==> src/rtl/aal1_hdr_pkg.sv <==
package aal1_hdr_pkg;
  parameter int SEQ_W = 3;
  parameter int RTS_W = 4;
  parameter int CRC_W = 3;
  parameter logic [CRC_W:0] CRC_POLY = 4'b1011;
  localparam int SN_W = SEQ_W + 1;
  localparam int HDR_W = SN_W + CRC_W + 1;
  localparam int SEL_W = $clog2(RTS_W);

  typedef struct packed {
    logic             issue;
    logic             loadRts;
    logic             markUnderrun;
    logic             useRts;
    logic [SEL_W-1:0] rtsBitSel;
    logic [SEQ_W-1:0] seqVal;
  } ctrlStrobes_t;

  function automatic logic [CRC_W-1:0] snCrc(input logic [SN_W-1:0] sn);
    logic [SN_W+CRC_W-1:0] work;
    work = {sn, {CRC_W{1'b0}}};
    for (int i = SN_W + CRC_W - 1; i >= CRC_W; i--) begin
      if (work[i]) work[i -: CRC_W+1] = work[i -: CRC_W+1] ^ CRC_POLY;
    end
    return work[CRC_W-1:0];
  endfunction
endpackage

==> src/rtl/aal1_hdr_ctrl.sv <==
module aal1_hdr_ctrl
  import aal1_hdr_pkg::*;
(
  input  logic         clk,
  input  logic         rstN,
  input  logic         cellStart,
  input  logic         rtsEmpty,
  output ctrlStrobes_t strb
);
  logic [SEQ_W-1:0] seqCount;
  logic             frameStart;

  always_ff @(posedge clk) begin
    if (!rstN) seqCount <= '0;
    else if (cellStart) seqCount <= seqCount + 1'b1;
  end

  always_comb begin
    frameStart        = (seqCount == '0);
    strb.issue        = cellStart;
    strb.loadRts      = cellStart && frameStart && !rtsEmpty;
    strb.markUnderrun = cellStart && frameStart && rtsEmpty;
    strb.useRts       = seqCount[0];
    strb.rtsBitSel    = SEL_W'(RTS_W - 1) - seqCount[SEQ_W-1:1];
    strb.seqVal       = seqCount;
  end

  assert_seq_step_R1: assert property (@(posedge clk) disable iff (!rstN)
    cellStart |=> seqCount == SEQ_W'($past(seqCount) + 1'b1));
  assert_seq_hold_R1: assert property (@(posedge clk) disable iff (!rstN)
    !cellStart |=> $stable(seqCount));
endmodule

==> src/rtl/aal1_hdr_dp.sv <==
module aal1_hdr_dp
  import aal1_hdr_pkg::*;
(
  input  logic             clk,
  input  logic             rstN,
  input  ctrlStrobes_t     strb,
  input  logic [RTS_W-1:0] rtsData,
  input  logic             evenCsi,
  output logic [HDR_W-1:0] hdrByte,
  output logic             hdrValid,
  output logic             rtsUnderrun
);
  logic [RTS_W-1:0] rtsHold;
  logic             csiBit;
  logic [SN_W-1:0]  snField;
  logic [HDR_W-2:0] hdrNoPar;
  logic [HDR_W-1:0] nextHdr;

  always_comb begin
    csiBit   = strb.useRts ? rtsHold[strb.rtsBitSel] : evenCsi;
    snField  = {csiBit, strb.seqVal};
    hdrNoPar = {snField, snCrc(snField)};
    nextHdr  = {hdrNoPar, ^hdrNoPar};
  end

  always_ff @(posedge clk) begin
    if (!rstN) begin
      rtsHold     <= '0;
      hdrByte     <= '0;
      hdrValid    <= 1'b0;
      rtsUnderrun <= 1'b0;
    end else begin
      hdrValid <= strb.issue;
      if (strb.loadRts) rtsHold <= rtsData;
      if (strb.issue) begin
        hdrByte     <= nextHdr;
        rtsUnderrun <= strb.markUnderrun;
      end
    end
  end

  assert_rts_capture_R5: assert property (@(posedge clk) disable iff (!rstN)
    strb.loadRts |=> rtsHold == $past(rtsData));
  assert_rts_keep_R6: assert property (@(posedge clk) disable iff (!rstN)
    !strb.loadRts |=> $stable(rtsHold));
  assert_even_parity_R9: assert property (@(posedge clk) disable iff (!rstN)
    hdrValid |-> (^hdrByte) == 1'b0);
endmodule

==> src/rtl/aal1_hdr_rts_ins.sv <==
module aal1_hdr_rts_ins
  import aal1_hdr_pkg::*;
(
  input  logic             clk,
  input  logic             rstN,
  input  logic             cellStart,
  input  logic [RTS_W-1:0] rtsData,
  input  logic             rtsEmpty,
  input  logic             evenCsi,
  output logic             rtsPop,
  output logic [HDR_W-1:0] hdrByte,
  output logic             hdrValid,
  output logic             rtsUnderrun
);
  ctrlStrobes_t strb;

  aal1_hdr_ctrl uCtrl (
    .clk(clk), .rstN(rstN), .cellStart(cellStart), .rtsEmpty(rtsEmpty), .strb(strb)
  );

  aal1_hdr_dp uDp (
    .clk(clk), .rstN(rstN), .strb(strb), .rtsData(rtsData), .evenCsi(evenCsi),
    .hdrByte(hdrByte), .hdrValid(hdrValid), .rtsUnderrun(rtsUnderrun)
  );

  assign rtsPop = strb.loadRts;

  assert_valid_follows_R10: assert property (@(posedge clk) disable iff (!rstN)
    cellStart |=> hdrValid);
  assert_valid_quiet_R10: assert property (@(posedge clk) disable iff (!rstN)
    !cellStart |=> !hdrValid);
  assert_pop_gated_R4: assert property (@(posedge clk) disable iff (!rstN)
    rtsPop |-> cellStart && !rtsEmpty);
endmodule

==> config.mk <==
export PLATFORM = sky130hd
export DESIGN_NAME = aal1_hdr_rts_ins
export DESIGN_NICKNAME = d
export VERILOG_FILES = /design/src/rtl/aal1_hdr_pkg.sv /design/src/rtl/aal1_hdr_ctrl.sv /design/src/rtl/aal1_hdr_dp.sv /design/src/rtl/aal1_hdr_rts_ins.sv
export SDC_FILE = /design/constraint.sdc
export NUM_CORES = 1
export LEC_CHECK = 0
export CORE_ASPECT_RATIO = 1.2
export CORE_UTILIZATION = 48
export DETAILED_ROUTE_END_ITERATION = 8
export GPL_ROUTABILITY_DRIVEN = 0
export PLACE_DENSITY_LB_ADDON = 0.2
export SLEW_MARGIN = 20
export SYNTH_ARGS = -nofsm -noshare
export SYNTH_HDL_FRONTEND = slang
export SYNTH_SLANG_ARGS = --single-unit
==> constraint.sdc <==
create_clock -name clk -period 2.1 [get_ports clk]
set_clock_uncertainty 0.15 [all_clocks]
set_input_delay 0.21 -clock clk [delete_from_list [all_inputs] [get_ports clk]]
set_output_delay 0.21 -clock clk [all_outputs]
set_load 0.02 [all_outputs]
-- After elaboration in Yosys (flattened, before gate mapping)
Index checks and enable logic that the tools add are counted.
- bitwise operators: 4
- magnitude comparators: 1
- reduce and logical (&&, ||, !) cells: 6
- muxes and demuxes: 7
- add/sub/neg operators: 2
- operators with widths (kind ; count):
    $mux 2 ; 4
    $not 2->2 ; 4
    $reduce_xor 7->1 ; 1
    $add 3x1->3 const B ; 1
    $logic_and 1x1->1 ; 3
    $logic_not 3->1 ; 1
    $lt 2x3->1 const B ; 1
    $bmux 1 s2 ; 1
    $mux 1 ; 2
    $sub 2x2->2 const A ; 1
    $logic_not 1->1 ; 1
- flip-flop bits (word level): 17
- input port bits: 9
- logic and storage cells: 25
- output and inout port bits: 11

-- Logic depth before layout (Yosys ltp)
Gate-level depths: netlist of run 1.
- word-level depth: 12
- gate-level depth with buffers: 7
- mapped depth without buffers: 5

-- Modules after synthesis
Synthesis of run 1 repeated with hierarchy kept, for this count alone.
- cells, all modules: 95
- area, all modules: 872.1 µm²
- by module, submodules not included (module ; cells each ; area an instance (µm²) ; instances):
    aal1_hdr_dp ; 74 ; 684.4 ; 1
    aal1_hdr_ctrl ; 21 ; 187.7 ; 1

-- Least setup slack after synthesis of run 1
Ideal clock, no wire load.
- kind: reg-to-reg
- start point: register uCtrl.seqCount[0]
- end point: register uDp.rtsHold[0]
- slack: 0.558 ns
- stages on the path, launching flop included: 8
- required time: 1.834 ns
- buffers on the path: 2
- arrival time: 1.276 ns
- setup time: 0.116 ns
- cell sequence: dfxtp_1 > clkbuf_8 > inv_1 > ha_1 > and4bb_1 > buf_4 > mux2i_1 > nor2b_1
- longest elaborated chain between the ends: 3
- RTL lines (element ; line ; RTL):
    start, declared ; aal1_hdr_ctrl.sv:10 ; logic [SEQ_W-1:0] seqCount;
    start signal, assigned ; aal1_hdr_ctrl.sv:15 ; else if (cellStart) seqCount <= seqCount + 1'b1;
    $logic_not 3->1 ; aal1_hdr_ctrl.sv:19 ; frameStart = (seqCount == '0);
    $logic_and 1x1->1 (2 in a row) ; aal1_hdr_ctrl.sv:21 ; strb.loadRts = cellStart && frameStart && !rtsEmpty;
    net rtsPop ; aal1_hdr_rts_ins.sv:10 ; output logic rtsPop,
    end signal, assigned ; aal1_hdr_dp.sv:34 ; if (strb.loadRts) rtsHold <= rtsData;
    end, declared ; aal1_hdr_dp.sv:13 ; logic [RTS_W-1:0] rtsHold;
The timed path passes the listed nets, and every way through them passes these cells.
A chain may end at the register's enable or synchronous reset.

-- Worst setup path after layout of run 1
- start point: register uCtrl.seqCount[0]
- end point: output rtsPop
- longest elaborated chain between the ends: 3
- RTL lines (element ; line):
    $logic_not 3->1 ; aal1_hdr_ctrl.sv:19
    $logic_and 1x1->1 (2 in a row) ; aal1_hdr_ctrl.sv:21
    end, declared ; aal1_hdr_rts_ins.sv:10
No other way between the ends.

==> impl_metrics.ini, run 1 <==
[status]
run_status = finished clean

[clock_network]
cts.sink_count = 17
clock_pin_slew_worst_setup_and_hold_paths_ps = 90
cts_setup_buffers = 0
cts_inserted_buffers = 3
cts_tree = built
clock-root-buffer = sky130_fd_sc_hd__clkbuf_4
maximum_clock_path_buffer_count = 2
cts_hold_buf = 0
cts_max_level = 1
clock_latency_ps = 290

[synthesis]
number_of_flip_flops_and_latches_in_the_synthesized_netlist = 17
synthMostInstantiatedCell = sky130_fd_sc_hd__dfxtp_1
synth_largest_type_area_fraction_pct = 38.9
synth_area_leader = sky130_fd_sc_hd__dfxtp_1
netlist_top_cells_count = sky130_fd_sc_hd__dfxtp_1 (17), sky130_fd_sc_hd__mux2i_1 (9), sky130_fd_sc_hd__nor2b_1 (8), sky130_fd_sc_hd__nand2_1 (7)
postSynthCellCount = 86
synth-edff-count = 0
synthTopCellsByArea = sky130_fd_sc_hd__dfxtp_1 (39%), sky130_fd_sc_hd__mux2i_1 (10%), sky130_fd_sc_hd__nor2b_1 (5.7%)
post_synth_instance_area_um2 = 875
ys_types = 31
ys_seq_area_share_pct = 38.9
postSynthAreaPerCell_um2 = 10.2
number_of_warnings_printed_during_yosys_synthesis = 0
top_reg_cell_synth = sky130_fd_sc_hd__dfxtp_1
asyncSetResetFlopFracSynth_pct = 0
syn-num-nets = 97

[timing]
final_period_minus_worst_setup_slack_ps = 1810
fin_crit_sh_pct = 86.3
hold_viol_final = 0
final.setup.worst_slack_ps = 287
tightestPinTransition_ps = 336
finalSetupTns_ps = 0
report.final.slew_viol_count = 0
number_of_endpoints_failing_setup_at_the_final_stage = 0
relSlewSlack_pct = 77.6
hold-worst-slack_ps = 328
timing.fmax_ghz = 0.552
setup_repair_after_global_routing_missed_its_margin = false

[detailed_routing]
first_iter_violations = 1
post_detailed_route_via_to_cell_ratio = 5.14
drcViolationCount = 0
drtAntennaViolNets = 0
detailed_route_wire_length_um = 1570
wl_per_cell_um = 12.6
drt_pre_antenna_iters = 2
vias = 643

[pwr]
leakage_power_of_the_design_uw = 0.000413
finalPower_uw = 702
power.density_mw_per_mm2 = 653
peak_supply_drop_mv = 0.399

[grt]
gr-total-overflow = 0
grt_first_pass_wirelength_um = 2540
number_of_antenna_violations_at_the_first_check_in_global_routing = 0
grt_start_max_net_pins = 17
grt_pass1_vias = 603
grt_util_all_layers_pct = 18.3

[setup_path]
worstSetupEndpoint = rtsPop
path_buf_inv = 2
reg2reg_slack_ps = 570
cp_max_fo = 3
critical_path.reg2reg.startpoint = uCtrl.seqCount[1]$_SDFFE_PN0P_
kind_of_cell_adding_the_most_delay_to_the_critical_path = buffers and inverters
critPathKind = flip-flop to primary output
cp_data_arrival_time_ps = 1450
setup.worst_path.start_class = flip-flop
crit_path_top_delay_cell = sky130_fd_sc_hd__dfxtp_1
critical_path_depth = 4
cp_data_required_time_ps = 1740
sort_of_element_at_the_end_of_the_critical_path = primary output
critical_path.startpoint = uCtrl.seqCount[0]$_SDFFE_PN0P_
rr_worst_depth = 5
slowest_delay_ps = 350
timing.critical_path.cells = inv_1, ha_1, and4bb_1, dlygate4sd2_1
worstReg2RegEnd = uDp.hdrByte[3]$_SDFFE_PN0P_

[placed_design]
port-buffer-count = 19
place_hpwl_um = 1160
dp_slack_ps = 205

[worst_hold_path]
worstHoldPathCells = 2
holdCritPathClass = flip-flop to flip-flop

[die]
core_area_mm2 = 0.00166
io-pin-count = 20
die-height_um = 48.8
start_util_pct = 52.6
die_w_um = 41.0
fp.dieArea_mm2 = 0.00200
num_rows = 16

[layout]
finalCoreUtilization_pct = 64.7
post_route_cells_drive_above_1_share_pct = 12.1
nets_final = 119
fillCellCount = 153
antenna_cells_inserted = 0
area_growth_pct = 22.9

[job]
max_cap_viol_count = 0
[tightest hold or removal path, delay by kind of cell, from the launching register on]
kind	cells	cell delay, ps
compound gates	1	60
flops	1	320
simple gates	1	50
[stage by stage]
step / instance area [µm²] / std cells
floorplan: 875 / 86
global placement: 1050 / 121
detailed placement: 1050 / 121
CTS: 1070 / 125
global route: 1070 / 125
finish: 1070 / 125
[metal layers]
metal / GRT usage [%] / share of wire, %
met5: 0 / 0
met4: 10.0 / 2.5
met3: 3.21 / 5.1
met2: 27.3 / 48
met1: 23.7 / 45
[registers in the layout, indices dropped and copies added (netlist names)]
| signal | flops |
|---|---|
| uCtrl.seqCount | 3 |
| uDp.hdrByte | 8 |
| uDp.hdrValid | 1 |
| uDp.rtsHold | 4 |
| uDp.rtsUnderrun | 1 |
[worst min-delay path by stage]
| stage | end | from |
|---|---|---|
| global placement | uDp.hdrByte[3]$_SDFFE_PN0P_ | uDp.hdrByte[3]$_SDFFE_PN0P_ |
| CTS | uDp.hdrByte[3]$_SDFFE_PN0P_ | uDp.hdrByte[3]$_SDFFE_PN0P_ |
| finish | uDp.hdrByte[3]$_SDFFE_PN0P_ | uDp.hdrByte[3]$_SDFFE_PN0P_ |
| floorplan | uDp.hdrByte[4]$_SDFFE_PN0P_ | rstN |
| detailed placement | uDp.hdrByte[3]$_SDFFE_PN0P_ | uDp.hdrByte[3]$_SDFFE_PN0P_ |
| global route | uDp.hdrByte[3]$_SDFFE_PN0P_ | uDp.hdrByte[3]$_SDFFE_PN0P_ |
[cell usage in the layout (no fill, tap or decap), types with 2 or more instances in the layout]
master	synthesis	routed
sky130_fd_sc_hd__clkbuf_4	0	3
sky130_fd_sc_hd__nand2_1	7	7
sky130_fd_sc_hd__ha_1	2	2
sky130_fd_sc_hd__clkdlybuf4s50_1	0	18
sky130_fd_sc_hd__a21oi_1	2	2
sky130_fd_sc_hd__and2_1	2	2
sky130_fd_sc_hd__buf_4	1	5
sky130_fd_sc_hd__dfxtp_1	17	17
sky130_fd_sc_hd__nor2b_1	8	8
sky130_fd_sc_hd__inv_1	4	4
sky130_fd_sc_hd__xnor2_1	3	3
sky130_fd_sc_hd__nor2_1	4	4
sky130_fd_sc_hd__mux2i_1	9	9
sky130_fd_sc_hd__mux2i_2	2	2
sky130_fd_sc_hd__a21boi_0	2	2
sky130_fd_sc_hd__nand2b_1	2	2
sky130_fd_sc_hd__xor2_1	2	2
[cell type report]
cell class | instances | area [µm²] | area share, %
sequential | 17 | 340 | 31.7
clock buffer | 4 | 26.3 | 2.44
tap | 18 | 22.5 | 2.10
multi-input combinational | 58 | 444 | 41.3
inverter | 4 | 15.0 | 1.40
timing repair buffer | 24 | 226 | 21.1
[report_power, final]
| group | leakage, µW | internal, µW | switching [µW] |
|---|---|---|---|
| Clock | 0.0000150 | 73.9 | 99.3 |
| Combinational | 0.000259 | 89.0 | 83.6 |
| Sequential | 0.000139 | 344 | 12.0 |
| Total | 0.000413 | 507 | 195 |
[what timing repair did]
action                                  4_1_cts  5_1_grt
endpoints found under the setup margin        1        0
hold endpoints to repair                      0        0
gates resized for setup                       1        0
[logic make-up (layout without fill, tap and decap cells)]
logic type,count (synthesis),after routing,share of synthesized area [%]
AND/OR/NAND/NOR,28,28,19.0
flip-flops,17,17,38.9
AO/OA/AOI/OAI,12,12,10.4
multiplexers,11,11,13.4
buffers and inverters,11,32,10.3
XOR/XNOR,5,5,5.01
adder cells (fa/ha/maj),2,2,2.86
No activity file was read; power rests on OpenSTA's default activity.
==> inputs of run 2 (changes only) <==
CTS_CLUSTER_SIZE = 10   (was not set)
clock period = 1.7 ns   (was 2.1 ns; I/O delays follow)
==> run 2 against run 1 <==
  * Sequential share of layout area shrank 0.33 points
  * Final cell count rose by 1.6%
  * Count of clock-buffer cells in the layout stayed put
  * First-iteration DRC count grew to 8.0 times the previous value
  * Clock power is 23% higher
  * Largest cell class unchanged
==> impl_metrics.ini, run 2 (synthesis results as in run 1) <==
[worst_hold_path]
holdCritPathClass = flip-flop to flip-flop

[clock_network]
clock-root-buffer = sky130_fd_sc_hd__clkbuf_4
clock_latency_ps = 290
cts_tree = built
clock_pin_slew_worst_setup_and_hold_paths_ps = 90
maximum_clock_path_buffer_count = 2
cts_max_level = 1
cts.sink_count = 17
cts_inserted_buffers = 3

[grt]
number_of_antenna_violations_at_the_first_check_in_global_routing = 0
grt.met1_usage_pct = 23.8
met2_usage_pct = 30.5
grt_start_max_net_pins = 17
grt_util_all_layers_pct = 19.1
global_route.usage.met3_pct = 3.21
grt_pass1_vias = 636
gr-total-overflow = 0
globalRoute.busiestLayer = met2
grt_first_pass_wirelength_um = 2660

[detailed_routing]
drt_pre_antenna_iters = 4
vias = 654
first_iter_violations = 8
wl_per_cell_um = 12.6
post_detailed_route_via_to_cell_ratio = 5.15
drcViolationCount = 0
detailed_route_wire_length_um = 1590
drtAntennaViolNets = 0

[die]
num_rows = 16
die-height_um = 48.8
core_area_mm2 = 0.00166
start_util_pct = 52.6
die_w_um = 41.0
io-pin-count = 20
fp.dieArea_mm2 = 0.00200

[setup_path]
sort_of_element_at_the_end_of_the_critical_path = primary output
cp_data_arrival_time_ps = 1260
worstReg2RegEnd = uDp.hdrByte[3]$_SDFFE_PN0P_
cp_data_required_time_ps = 1380
cp_max_fo = 2
timing.critical_path.cells = inv_1, ha_1, and4bb_1, buf_2
crit_path_top_delay_cell = sky130_fd_sc_hd__dfxtp_1
critical_path_depth = 4
setup.worst_path.start_class = flip-flop
worstSetupEndpoint = rtsPop
kind_of_cell_adding_the_most_delay_to_the_critical_path = flip-flops
path_buf_inv = 2
rr_worst_depth = 5
critical_path.reg2reg.startpoint = uCtrl.seqCount[1]$_SDFFE_PN0P_
critPathKind = flip-flop to primary output
reg2reg_slack_ps = 190
critical_path.startpoint = uCtrl.seqCount[0]$_SDFFE_PN0P_
slowest_delay_ps = 340

[layout]
layout.cells.most_common_list = sky130_fd_sc_hd__clkdlybuf4s50_1 (18), sky130_fd_sc_hd__dfxtp_1 (17), sky130_fd_sc_hd__mux2i_1 (9)
finish.instance_area_mm2 = 0.00109
largest_register_ffs = 8
post_route_cells_drive_above_1_share_pct = 14.7
registers.top_by_ff_count = uDp.hdrByte
fillCellCount = 146
biggestRegsByFlops = uDp.hdrByte (8), uDp.rtsHold (4), uCtrl.seqCount (3)
antenna_cells_inserted = 0
area_growth_pct = 24.2
nets_final = 121
mostFrequentLayoutCell = sky130_fd_sc_hd__clkdlybuf4s50_1

[timing]
report.final.slew_viol_count = 0
tightestPinTransition_ps = 282
relSlewSlack_pct = 80.9
number_of_endpoints_failing_setup_at_the_final_stage = 0
setup_repair_after_global_routing_missed_its_margin = false
hold_viol_final = 0
final_period_minus_worst_setup_slack_ps = 1580
fin_crit_sh_pct = 92.7
hold-worst-slack_ps = 329
timing.fmax_ghz = 0.635

[pwr]
power.density_mw_per_mm2 = 803
leakage_power_of_the_design_uw = 0.000421
peak_supply_drop_mv = 0.471

[placed_design]
place_area_mm2 = 0.00106
port-buffer-count = 19
place_hpwl_um = 1190

[job]
max_cap_viol_count = 0

[status]
run_status = finished clean
==> run 2: where the power goes <==
part / internal (µW) / leakage, µW / switching [µW]
logic: 114 / 0.000266 / 107
registers: 425 / 0.000139 / 13.5
clock network: 91.3 / 0.0000150 / 122
total: 630 / 0.000421 / 242
==> run 2: through the flow <==
step                      TNS [ps]  total power, µW  setup WS [ps]  util [%]  cells
after floorplan                  0              595            158         -     86
after global placement        -114              664           -114      64.1    123
after detailed placement      -118              671           -118      64.1    123
after CTS                        0              880           17.8      65.7    127
after global routing             0              918           40.6      65.4    127
final                            0              872            125      65.4    127
==> run 2: worst min-delay path: cells and delay by family (launching register included) <==
family	cells	cell delay [ps]
compound gates	1	60
simple gates	1	50
flops	1	320
==> run 2: repair_timing <==
action | in CTS | in global routing
hold buffers | 0 | 0
gates resized for setup | 3 | 1
endpoints found under the setup margin | 1 | 1
setup buffers | 0 | 0
==> run 2: area by class of cell <==
type / instances / area, µm² / area share, %
clock buffers: 4 / 26.3 / 2.42
inverters: 4 / 15.0 / 1.38
multi-input cells: 58 / 444 / 40.9
flip-flops and latches: 17 / 340 / 31.3
well taps: 18 / 22.5 / 2.07
repair buffers: 26 / 238 / 21.9
==> run 2: how the worst min path moves through the flow <==
stage	from	end	slack, ps	cells after the start
final	uDp.hdrByte[3]$_SDFFE_PN0P_	uDp.hdrByte[3]$_SDFFE_PN0P_	330	2
after global routing	uDp.hdrByte[3]$_SDFFE_PN0P_	uDp.hdrByte[3]$_SDFFE_PN0P_	360	2
after CTS	uDp.hdrByte[3]$_SDFFE_PN0P_	uDp.hdrByte[3]$_SDFFE_PN0P_	330	2
after detailed placement	uDp.hdrByte[3]$_SDFFE_PN0P_	uDp.hdrByte[3]$_SDFFE_PN0P_	320	2
after global placement	uDp.hdrByte[3]$_SDFFE_PN0P_	uDp.hdrByte[3]$_SDFFE_PN0P_	310	2
after floorplan	rstN	uDp.hdrByte[4]$_SDFFE_PN0P_	150	1
==> run 2: per-layer routing <==
metal  wire, µm  vias to the layer above
met5          0                        -
met4         38                        0
met3         75                        5
met2        764                       16
met1        715                      298
li1           -                      335
